--- src/rtl/sfb_pkg.sv ---
package sfb_pkg;
  localparam int unsigned SFB_NUM_FLT = 8;
  localparam int unsigned SFB_PID_W   = 13;
  localparam int unsigned SFB_MAC_W   = 48;
  localparam int unsigned SFB_IDX_W   = $clog2(SFB_NUM_FLT);

  // Decision carried in the result register.
  typedef enum logic {
    SFB_DROP = 1'b0,
    SFB_FWD  = 1'b1
  } sfb_verdict_e;
endpackage

--- src/rtl/sfb_elig.sv ---
// Maps the operating mode and section source onto the set of filters
// that may claim the section.
module sfb_elig #(
  parameter int unsigned NUM_FLT = sfb_pkg::SFB_NUM_FLT
) (
  input  logic               dual_mode,
  input  logic               sec_demod,
  output logic [NUM_FLT-1:0] elig
);
  localparam int unsigned HALF = NUM_FLT / 2;

  for (genvar g = 0; g < NUM_FLT; g++) begin : g_elig
    if (g < HALF) begin : g_low
      assign elig[g] = !dual_mode || !sec_demod;
    end else begin : g_high
      assign elig[g] = !dual_mode || sec_demod;
    end
  end
endmodule

--- src/rtl/sfb_pid_stage.sv ---
// First match stage: enabled, eligible filters whose PID equals the section PID.
module sfb_pid_stage #(
  parameter int unsigned NUM_FLT = sfb_pkg::SFB_NUM_FLT,
  parameter int unsigned PID_W   = sfb_pkg::SFB_PID_W
) (
  input  logic [PID_W-1:0]         sec_pid,
  input  logic [NUM_FLT*PID_W-1:0] flt_pid,
  input  logic [NUM_FLT-1:0]       flt_en,
  input  logic [NUM_FLT-1:0]       elig,
  output logic [NUM_FLT-1:0]       pid_pass
);
  for (genvar g = 0; g < NUM_FLT; g++) begin : g_pid
    logic [PID_W-1:0] ref_pid;
    logic             eq;
    assign ref_pid     = flt_pid[g*PID_W +: PID_W];
    assign eq          = (ref_pid == sec_pid);
    assign pid_pass[g] = flt_en[g] && elig[g] && eq;
  end
endmodule

--- src/rtl/sfb_mac_stage.sv ---
// Second match stage: MAC comparison, qualified by the PID stage.
module sfb_mac_stage #(
  parameter int unsigned NUM_FLT = sfb_pkg::SFB_NUM_FLT,
  parameter int unsigned MAC_W   = sfb_pkg::SFB_MAC_W
) (
  input  logic [MAC_W-1:0]         sec_mac,
  input  logic [NUM_FLT*MAC_W-1:0] flt_mac,
  input  logic [NUM_FLT-1:0]       pid_pass,
  output logic [NUM_FLT-1:0]       hit
);
  for (genvar g = 0; g < NUM_FLT; g++) begin : g_mac
    logic [MAC_W-1:0] ref_mac;
    logic             eq;
    assign ref_mac = flt_mac[g*MAC_W +: MAC_W];
    assign eq      = (ref_mac == sec_mac);
    assign hit[g]  = pid_pass[g] && eq;
  end
endmodule

--- src/rtl/sfb_prio.sv ---
// Lowest-index-wins encoder over the per-filter hit vector.
module sfb_prio #(
  parameter int unsigned NUM_FLT = sfb_pkg::SFB_NUM_FLT,
  localparam int unsigned IDX_W  = $clog2(NUM_FLT)
) (
  input  logic [NUM_FLT-1:0] hit,
  output logic               any,
  output logic [IDX_W-1:0]   idx
);
  always_comb begin
    any = 1'b0;
    idx = '0;
    for (int i = NUM_FLT - 1; i >= 0; i--) begin
      if (hit[i]) begin
        any = 1'b1;
        idx = IDX_W'(i);
      end
    end
  end
endmodule

--- src/rtl/sfb_filter_bank.sv ---
module sfb_filter_bank #(
  parameter int unsigned NUM_FLT = sfb_pkg::SFB_NUM_FLT,
  parameter int unsigned PID_W   = sfb_pkg::SFB_PID_W,
  parameter int unsigned MAC_W   = sfb_pkg::SFB_MAC_W,
  localparam int unsigned IDX_W  = $clog2(NUM_FLT)
) (
  input  logic                     clk,
  input  logic                     rst_n,
  input  logic                     dual_mode,
  input  logic [NUM_FLT-1:0]       flt_en,
  input  logic [NUM_FLT*PID_W-1:0] flt_pid,
  input  logic [NUM_FLT*MAC_W-1:0] flt_mac,
  input  logic                     sec_valid,
  output logic                     sec_ready,
  input  logic                     sec_demod,
  input  logic [PID_W-1:0]         sec_pid,
  input  logic [MAC_W-1:0]         sec_mac,
  output logic                     res_valid,
  input  logic                     res_ready,
  output logic                     res_fwd,
  output logic                     res_drop,
  output logic [IDX_W-1:0]         res_idx
);
  import sfb_pkg::*;

  logic [NUM_FLT-1:0] elig;
  logic [NUM_FLT-1:0] pid_pass;
  logic [NUM_FLT-1:0] hit;
  logic               any_hit;
  logic [IDX_W-1:0]   win_idx;

  sfb_elig #(.NUM_FLT(NUM_FLT)) u_elig (
    .dual_mode (dual_mode),
    .sec_demod (sec_demod),
    .elig      (elig)
  );

  sfb_pid_stage #(.NUM_FLT(NUM_FLT), .PID_W(PID_W)) u_pid (
    .sec_pid  (sec_pid),
    .flt_pid  (flt_pid),
    .flt_en   (flt_en),
    .elig     (elig),
    .pid_pass (pid_pass)
  );

  sfb_mac_stage #(.NUM_FLT(NUM_FLT), .MAC_W(MAC_W)) u_mac (
    .sec_mac  (sec_mac),
    .flt_mac  (flt_mac),
    .pid_pass (pid_pass),
    .hit      (hit)
  );

  sfb_prio #(.NUM_FLT(NUM_FLT)) u_prio (
    .hit (hit),
    .any (any_hit),
    .idx (win_idx)
  );

  // Result register with one-deep back-pressure.
  logic             vld_q;
  sfb_verdict_e     verdict_q;
  logic [IDX_W-1:0] idx_q;
  logic             take;

  assign sec_ready = !vld_q || res_ready;
  assign take      = sec_valid && sec_ready;

  always_ff @(posedge clk) begin
    if (!rst_n) begin
      vld_q     <= 1'b0;
      verdict_q <= SFB_DROP;
      idx_q     <= '0;
    end else if (sec_ready) begin
      vld_q <= sec_valid;
      if (take) begin
        verdict_q <= any_hit ? SFB_FWD : SFB_DROP;
        idx_q     <= any_hit ? win_idx : '0;
      end
    end
  end

  assign res_valid = vld_q;
  assign res_fwd   = vld_q && (verdict_q == SFB_FWD);
  assign res_drop  = vld_q && (verdict_q == SFB_DROP);
  assign res_idx   = idx_q;
endmodule

--- config.mk ---
export PLATFORM = sky130hd
export DESIGN_NAME = sfb_filter_bank
export DESIGN_NICKNAME = d
export VERILOG_FILES = /design/src/rtl/sfb_pkg.sv /design/src/rtl/sfb_elig.sv /design/src/rtl/sfb_pid_stage.sv /design/src/rtl/sfb_mac_stage.sv /design/src/rtl/sfb_prio.sv /design/src/rtl/sfb_filter_bank.sv
export SDC_FILE = /design/constraint.sdc
export NUM_CORES = 1
export LEC_CHECK = 0
export ABC_AREA = 1
export BUFFER_PORTS_ARGS = -buffer_cell sky130_fd_sc_hd__buf_4
export CAP_MARGIN = 30
export CORE_AREA = 2 2 223 225
export DETAILED_ROUTE_END_ITERATION = 12
export DIE_AREA = 0 0 225 227
export PLACE_DENSITY = 0.5
export SYNTH_ARGS = -nofsm -noshare
export SYNTH_HDL_FRONTEND = slang
export SYNTH_SLANG_ARGS = --single-unit
--- constraint.sdc ---
create_clock -name clk -period 1.8 [get_ports clk]
set_input_delay 0.36 -clock clk [delete_from_list [all_inputs] [get_ports clk]]
set_output_delay 0.36 -clock clk [all_outputs]
set_load 0.02 [all_outputs]
; Word-level counts from Yosys, hierarchy flattened
; Index checks and enable logic that the tools add are counted.
[op_classes]
eq_ne = 16
bitwise_logic = 1
mux = 18
n_reduce_logical = 34
[ops]
columns = operator, n
row1 = $eq A48 B48 Y1, 8
row2 = $eq A13 B13 Y1, 8
row3 = $logic_and A1 B1 Y1, 27
row4 = $mux W3, 9
row5 = $mux W1, 9
row6 = $logic_not A1 Y1, 3
row7 = $logic_or A1 B1 Y1, 3
row8 = $reduce_and A2 Y1, 1
row9 = $not A1 Y1, 1
[totals]
regBits = 5

; Depth between registers and ports, before layout
; Gate-level depths: netlist (run 1).
[logic_depth]
word_depth = 14
depth_mapped = 19
mapped_depth_nobuf = 18

; By module
; A second synthesis (run 1) with hierarchy kept.
[hier_totals]
hier_cells = 1858
area_unflattened_um2 = 8335.5
[modules_own_cells]
columns = module, cells_each, area_per_inst_um2, instances, seq_area_each_um2
row1 = sfb_mac_stage, 1365, 6045.8, 1, 0.0
row2 = sfb_pid_stage, 426, 1889.3, 1, 0.0
row3 = sfb_filter_bank, 36, 245.2, 1, 100.1
row4 = sfb_prio, 22, 98.8, 1, 0.0
row5 = sfb_elig, 9, 56.3, 1, 0.0

; Least setup slack after synthesis (run 1)
; OpenSTA, ideal clock, no wires.
[synth_timing]
path_kind = input port to flip-flop
start = input port sec_pid[2]
end = register idx_q[0] (netlist: res_idx[0])
path_buffers = 1
setup_slack_ps = 123
cell_stages = 18
t_arrival_ps = 1611
cell_sequence = buf_4 inv_1 nand2_1 nand2_1 nand2_1 inv_1 nand2_1 nor2_1 nand2_1 nor2_1 nand2_1 nand2_1 nor2_1 nand2_2 nand2_2 nor2_2 nand2_1 a21oi_2
[synth_between]
elab_chain_cells = 12
[synth_lines]
columns = item, line
row1 = "start, declared", sfb_filter_bank.sv:16  ; input logic [PID_W-1:0] sec_pid,
row2 = $eq A13 B13 Y1, sfb_pid_stage.sv:16  ; assign eq = (ref_pid == sec_pid);
row3 = $logic_and A1 B1 Y1, sfb_pid_stage.sv:17  ; assign pid_pass[g] = flt_en[g] && elig[g] && eq;
row4 = $logic_and A1 B1 Y1, sfb_mac_stage.sv:16  ; assign hit[g] = pid_pass[g] && eq;
row5 = $mux W3 / $mux W1 (equally long branches) (8 in series), sfb_prio.sv:14  ; if (hit[i]) begin
row6 = $mux W3 *, sfb_filter_bank.sv:77  ; idx_q <= any_hit ? win_idx : '0;
row7 = "end signal, assigned", sfb_filter_bank.sv:77
row8 = "end, declared", sfb_filter_bank.sv:62  ; logic [IDX_W-1:0] idx_q;
; Every way passes the cells marked *; elsewhere a longest branch is shown, timed or not.
; A chain may end at the register's enable or synchronous reset.

; Worst setup path after layout (run 1)
[layout_timing]
start = input port sec_mac[47]
end = register idx_q[0] (netlist: res_idx[0])
[layout_between]
elab_chain_cells = 11
[layout_lines]
columns = item, line
row1 = "start, declared", sfb_filter_bank.sv:17  ; input logic [MAC_W-1:0] sec_mac,
row2 = $eq A48 B48 Y1, sfb_mac_stage.sv:15  ; assign eq = (ref_mac == sec_mac);
row3 = $logic_and A1 B1 Y1, sfb_mac_stage.sv:16
row4 = $mux W3 / $mux W1 (equally long branches) (8 in series), sfb_prio.sv:14
row5 = $mux W3 *, sfb_filter_bank.sv:77
; Marked as above.

==> flow_summary.json, run 1 <==
{
  "syn_inst": 1833,
  "ctsHoldBuffers": 0,
  "antenna_found_initial": 4,
  "synth-async-reset-ratio": 0,
  "clockBufferDepth": 2,
  "cap_violations": 0,
  "fin_skew_ps": 3.94,
  "track_usage": 0.264,
  "ys_ff_latch": 5,
  "endpoint_kind": "flop",
  "tightest_slew_ps": 438,
  "synth.top_cells.by_area": "nand2_1 34%, nor2_1 14%, xor2_1 13%",
  "pre_cts_ws_ps": -820,
  "timing.hold.ws_ps": 420,
  "ys_seq_area_frac": 0.0119,
  "critPathRequiredTime_ps": 1970,
  "ant_nets": 0,
  "setup_viol": 4,
  "multi_input_area_sq_mm": 0.00714,
  "area_growth_pct": 84.4,
  "yosysWarnings": 0,
  "start_util": 0.173,
  "coreArea_sq_mm": 0.0485,
  "clkPwrFrac": 0.092,
  "worstSetupPathType": "in2reg",
  "grt_setup_unrepaired": "yes",
  "syn_area_per_cell_sq_um": 4.58,
  "syn_area_sq_mm": 0.00840,
  "grt_max_degree": 14,
  "final_cell_mix": "747 x buf_4, 727 x nand2_1, 268 x nor2_1",
  "row_count": 81,
  "drc": 0,
  "insertion_delay_ps": 230,
  "leakage_nw": 8.68,
  "grt_pass1_wl_microns": 94900,
  "htree_num_levels": 1,
  "tns_ps": -630,
  "rrSetupSlack_ps": 280,
  "die-area_sq_mm": 0.0511,
  "gp_congestion": 0.927,
  "cts_sinks": 5,
  "grt.overflow.total": 0,
  "p_total_mw": 4.15,
  "dr.pass1.iters": 7,
  "regArea_sq_um": 100,
  "routed-via-count": 13400,
  "finalCritPeriodShare": 1.11,
  "violations": "negative setup slack",
  "dieWidth_microns": 225,
  "io_pins": 570,
  "vias_per_cell": 4.21,
  "p_comb_frac": 0.880,
  "setup_ws_ps": -201,
  "portBuffers": 569,
  "root_buffer": "clkbuf_16",
  "dp_hpwl_microns": 64200,
  "num-fill-cells": 5595,
  "synthFlopType": "dfxtp_1",
  "worstPathMaxFanout": 3,
  "slew_viol_final": 0,
  "p_per_area_mw_per_mm2": 268,
  "synth_edf_count": 0,
  "syn-num-nets": 2396,
  "p_switching_mw": 1.96,
  "fmax_mhz": 500,
  "hp-class": "in2reg",
  "crit_arrival_ps": 2170,
  "p_sw_frac": 0.471,
  "layout.nets": 3134,
  "finalHoldViolCount": 0,
  "start_kind": "primary input",
  "final_common_cell": "buf_4",
  "drive_above_1_share": 0.362,
  "intPower_mw": 2.20,
  "cts_buffers": 3,
  "status": "complete, but fails checks",
  "wire_per_inst_microns": 21.9,
  "p_seq_frac": 0.028,
  "tritoncts": "built",
  "slew_headroom": 0.707,
  "first_global_vias": 13600,
  "ys_types": 26,
  "die_h_microns": 227,
  "fin_util": 0.319,
  "synth_largest_area_cell": "nand2_1",
  "drt_iter0_markers": 787,
  "period_needed_ps": 2000,
  "wl_microns": 70100,
  "clk_pin_slew_ps": 40,
  "synth_top_area_frac": 0.341,
  "vdd_ir_drop_max_uv": 222
}
[what timing repair did]
item,CTS,global route
buffers inserted,19,4
pin swaps,41,64
endpoints found under the setup margin,4,4
resized for setup,97,79
endpoints found under the hold margin,0,0
[worst max-delay path, stage by stage]
cell     delay [ps]
buf_4           130
inv_1           220
nand2_1          90
a21oi_1         160
nand2_1          90
nor2_1          140
nand2_1         180
nor2_1          140
nand2_1          80
nand2_2          90
nor2_2           50
nand2_2          80
nand2_2          70
nor2_2           90
nand2_1          70
a21oi_2         120
[cell usage after synthesis (5+ instances only)]
cell / number
nor2_1: 316
inv_2: 11
buf_2: 11
nand2_2: 10
a21oi_1: 9
buf_6: 6
o21ai_0: 174
buf_4: 39
inv_1: 263
o21ai_1: 20
nand3_1: 12
dfxtp_1: 5
xnor2_1: 46
xor2_1: 129
nand2_1: 763
[kinds of logic (layout without fill, tap and decap cells)]
| group | after synthesis | after routing | share of synthesized area |
|---|---|---|---|
| simple gates | 1112 | 1112 | 0.505 |
| buf+inv | 334 | 1071 | 0.176 |
| compound gates | 207 | 207 | 0.125 |
| xor+xnor | 175 | 175 | 0.182 |
| flops | 5 | 5 | 0.0119 |
| other cells | 0 | 3 | 0 |
[metal layers]
| layer | routed length [microns] | global-route usage | vias up |
|---|---|---|---|
| met5 | 44 | 0 | - |
| met4 | 1420 | 0.0511 | 6 |
| met3 | 4320 | 0.0428 | 57 |
| met2 | 34400 | 0.483 | 475 |
| met1 | 29900 | 0.327 | 6001 |
| li1 | - | - | 6897 |
[area by class of cell]
type | instances | area share
diodes | 3 | 0.000485
multi-input cells | 1494 | 0.461
repair buffers | 793 | 0.406
flip-flops and latches | 5 | 0.00646
clock buffers | 4 | 0.00509
inverters | 274 | 0.0702
well taps | 622 | 0.0502
[power groups by stage]
| stage | clock, mW | sequential [mW] | combinational (mW) |
|---|---|---|---|
| floorplan | 0 | 0.121 | 1.38 |
| global placement | 0 | 0.119 | 3.50 |
| detailed placement | 0 | 0.118 | 3.52 |
| CTS | 0.382 | 0.117 | 3.63 |
| global route | 0.389 | 0.118 | 3.99 |
| finish | 0.382 | 0.117 | 3.65 |
[path summary, 6_finish.rpt]
| path | from | endpoint | cells past startpoint |
|---|---|---|---|
| min | rst_n | res_idx[2]$_SDFFE_PN0P_ | 3 |
| max | sec_mac[47] | res_idx[0]$_SDFFE_PN0P_ | 16 |
| max reg2reg | res_valid$_SDFFE_PN0N_ | res_idx[0]$_SDFFE_PN0P_ | 8 |
| min reg2reg | res_idx[0]$_SDFFE_PN0P_ | res_idx[0]$_SDFFE_PN0P_ | 2 |
[flip-flops by register name, summed over array words and instances, names as in the netlist]
signal and count:
res_valid 1, res_idx 3, verdict_q 1
[metrics by stage]
step                      std cells  instance area (sq um)
after floorplan                1833                   8400
after global placement         3167                  14700
after detailed placement       3167                  14700
after CTS                      3189                  15200
after global routing           3192                  15500
final                          3195                  15500
Note: power is estimated with default switching activity, not from simulation.
==> run 2: changes to the inputs <==
--- a/config.mk
+++ b/config.mk
@@ -8,10 +8,11 @@
 export ABC_AREA = 1
 export BUFFER_PORTS_ARGS = -buffer_cell sky130_fd_sc_hd__buf_4
 export CAP_MARGIN = 30
-export CORE_AREA = 2 2 223 225
+export CORE_AREA = 2 2 222 224
 export DETAILED_ROUTE_END_ITERATION = 12
-export DIE_AREA = 0 0 225 227
+export DIE_AREA = 0 0 224 226
 export PLACE_DENSITY = 0.5
 export SYNTH_ARGS = -nofsm -noshare
 export SYNTH_HDL_FRONTEND = slang
+export SYNTH_HIERARCHICAL = 1
 export SYNTH_SLANG_ARGS = --single-unit
==> flow_summary.json, run 2 <==
{
  "met1Wirelength_microns": 31200,
  "path_common_cell": "nor2_1",
  "vias_per_cell": 4.37,
  "drt_iter0_markers": 1002,
  "ys_types": 29,
  "cap_violations": 0,
  "syn-num-nets": 2421,
  "syn_area_per_cell_sq_um": 4.49,
  "crit_slowest_cell": "nor2_4",
  "setup_ws_ps": -503,
  "placed_area_sq_mm": 0.0148,
  "routed.top_layer": "met5",
  "tritoncts": "built",
  "fmax_mhz": 434,
  "yosysWarnings": 6,
  "tightest_slew_ps": 525,
  "slew_viol_final": 0,
  "timing.rr.start": "res_valid$_SDFFE_PN0P_",
  "vdd_ir_drop_max_uv": 208,
  "ys_top_cells_by_count": "803 x nand2_1, 280 x nor2_1, 257 x inv_1",
  "synth-async-reset-ratio": 0,
  "ys_seq_area_frac": 0.0120,
  "grt_pass1_wl_microns": 99900,
  "worst_hold_startpoint": "rst_n",
  "finalHoldViolCount": 0,
  "cts_sinks": 5,
  "root_buffer": "clkbuf_16",
  "track_usage": 0.282,
  "synth_largest_area_cell": "nand2_1",
  "clockBufferDepth": 2,
  "gp_congestion": 0.972,
  "final_common_cell": "nand2_1",
  "htree_num_levels": 1,
  "fin_util": 0.315,
  "worstSetupPathType": "in2reg",
  "area_growth_pct": 82.8,
  "ys_ff_latch": 5,
  "grt_max_degree": 14,
  "grt.overflow.total": 0,
  "drc": 0,
  "die-area_sq_mm": 0.0506,
  "dr.pass1.iters": 8,
  "drive_above_1_share": 0.350,
  "routed-via-count": 14000,
  "dieWidth_microns": 224,
  "insertion_delay_ps": 230,
  "worstPathMaxFanout": 8,
  "die_h_microns": 226,
  "start_kind": "primary input",
  "portBuffers": 569,
  "row_count": 81,
  "final_cell_mix": "783 x nand2_1, 739 x buf_4, 260 x nor2_1",
  "layout.nets": 3148,
  "syn_area_sq_mm": 0.00834,
  "timing.hold.ws_ps": 389,
  "grt_setup_unrepaired": "yes",
  "wire_per_inst_microns": 23.2,
  "io_pins": 570,
  "finalCritPeriodShare": 1.28,
  "synth_top_area_frac": 0.362,
  "leakage_nw": 8.65,
  "clk_pin_slew_ps": 40,
  "ant_nets": 0,
  "violations": "negative setup slack",
  "syn_inst": 1858,
  "coreArea_sq_mm": 0.0483,
  "post-route-cell-area_sq_mm": 0.0152,
  "crit_chain": "buf_12 -> inv_4 -> buf_4 -> o21ai_0 -> nor2_1 -> nand3_2 -> nor2_4 -> o21ai_2 -> nor2_1 -> nand2_1 -> nor2_1 -> nand3_1 -> nor2_1 -> inv_1 -> nand4_1 -> inv_1 -> nand2_2 -> nand2_1 -> nand3_1 -> nand2_1 -> nor2_1",
  "critPathLaunch": "sec_pid[7]",
  "synth_edf_count": 0,
  "largest_reg_flops": 3,
  "fin_skew_ps": 1.67,
  "crit_arrival_ps": 2460,
  "period_needed_ps": 2300,
  "slew_headroom": 0.646,
  "start_util": 0.172,
  "synth.top_cells.by_area": "nand2_1 36%, nor2_1 13%, o21ai_0 12%",
  "max_stage_delay_ps": 170,
  "dp_hpwl_microns": 67300,
  "hp-class": "in2reg",
  "antenna_found_initial": 9,
  "critPathRequiredTime_ps": 1960,
  "dp.cells": 3194,
  "wl_met3_microns": 6090,
  "p_total_mw": 4.19,
  "setup_viol": 4,
  "endpoint_kind": "flop",
  "synthFlopType": "dfxtp_1",
  "wl_microns": 74500,
  "p_per_area_mw_per_mm2": 275,
  "final_cells": 3213,
  "cts_buffers": 3,
  "route.met2.wl_microns": 36200,
  "yosysMostFrequentCell": "nand2_1",
  "status": "complete, but fails checks",
  "first_global_vias": 13700
}
==> run 2: cell count changes in the layout (fill, tap and decap cells not counted), sizes merged, moves of 10 or more <==
cell	previous run	this run
clkinvlp	11	1
nand3	12	38
nand2	773	816
xor2	129	63
nor2	319	288
inv	263	289
buf	793	780
o21ai	194	229
==> run 2: logic make-up after synthesis <==
family,count (synthesis),synth area share
and+or+nand+nor,1147,0.533
buffers and inverters,352,0.191
AOI/OAI and AO/OA,246,0.151
xor gates and xnor gates,108,0.113
DFF,5,0.0120
==> run 2: where the power goes <==
group	total, mW	leakage [nW]	internal [mW]	switching (mW)
combinational	3.70	8.57	1.75	1.94
sequential	0.126	0.0412	0.118	0.00813
clock	0.371	0.0382	0.294	0.0771
total	4.19	8.65	2.17	2.03
==> run 2: cell type report <==
cell class	count	area, sq um
clock buffer	4	78.8
fill	5524	33100
timing repair inverter	1	8.76
multi-input combinational	1501	6850
inverter	293	1170
sequential	5	100
tap	622	778
timing repair buffer	780	6240
antenna	7	17.5
==> run 2: timing repair <==
| action | in CTS | in global routing |
|---|---|---|
| endpoints found under the setup margin | 4 | 4 |
| gates resized for setup | 49 | 52 |
| hold buffers | 0 | 0 |
| buffers inserted | 6 | 2 |
| pin swaps | 43 | 51 |
| cloned | 0 | 1 |
==> run 2: per-stage QoR <==
stage	worst slack, ps	setup TNS, ps
floorplan	-232	-696
global placement	-1060	-3930
detailed placement	-1060	-4030
CTS	-571	-2010
global route	-707	-2630
finish	-503	-1910
==> run 2: final timing paths <==
check / to / slack, ps / cells past startpoint
worst max-delay path: res_idx[2]$_SDFFE_PN0P_ / -500 / 21
worst min-delay path: verdict_q$_SDFFE_PN0P_ / 390 / 3
worst max register to register: verdict_q$_SDFFE_PN0P_ / 790 / 5
worst min register to register: res_idx[0]$_SDFFE_PN0P_ / 490 / 2
==> run 2: metal layers <==
metal / global-route usage / vias up
met5: 0 / -
met4: 0.0413 / 8
met3: 0.0571 / 55
met2: 0.501 / 631
met1: 0.357 / 6337
li1: - / 7002
==> run 2: critical path, delay by kind of cell <==
kind	cells	cell delay (ps)
and+or+nand+nor	14	1430
AOI/OAI and AO/OA	2	140
buffers and inverters	5	510
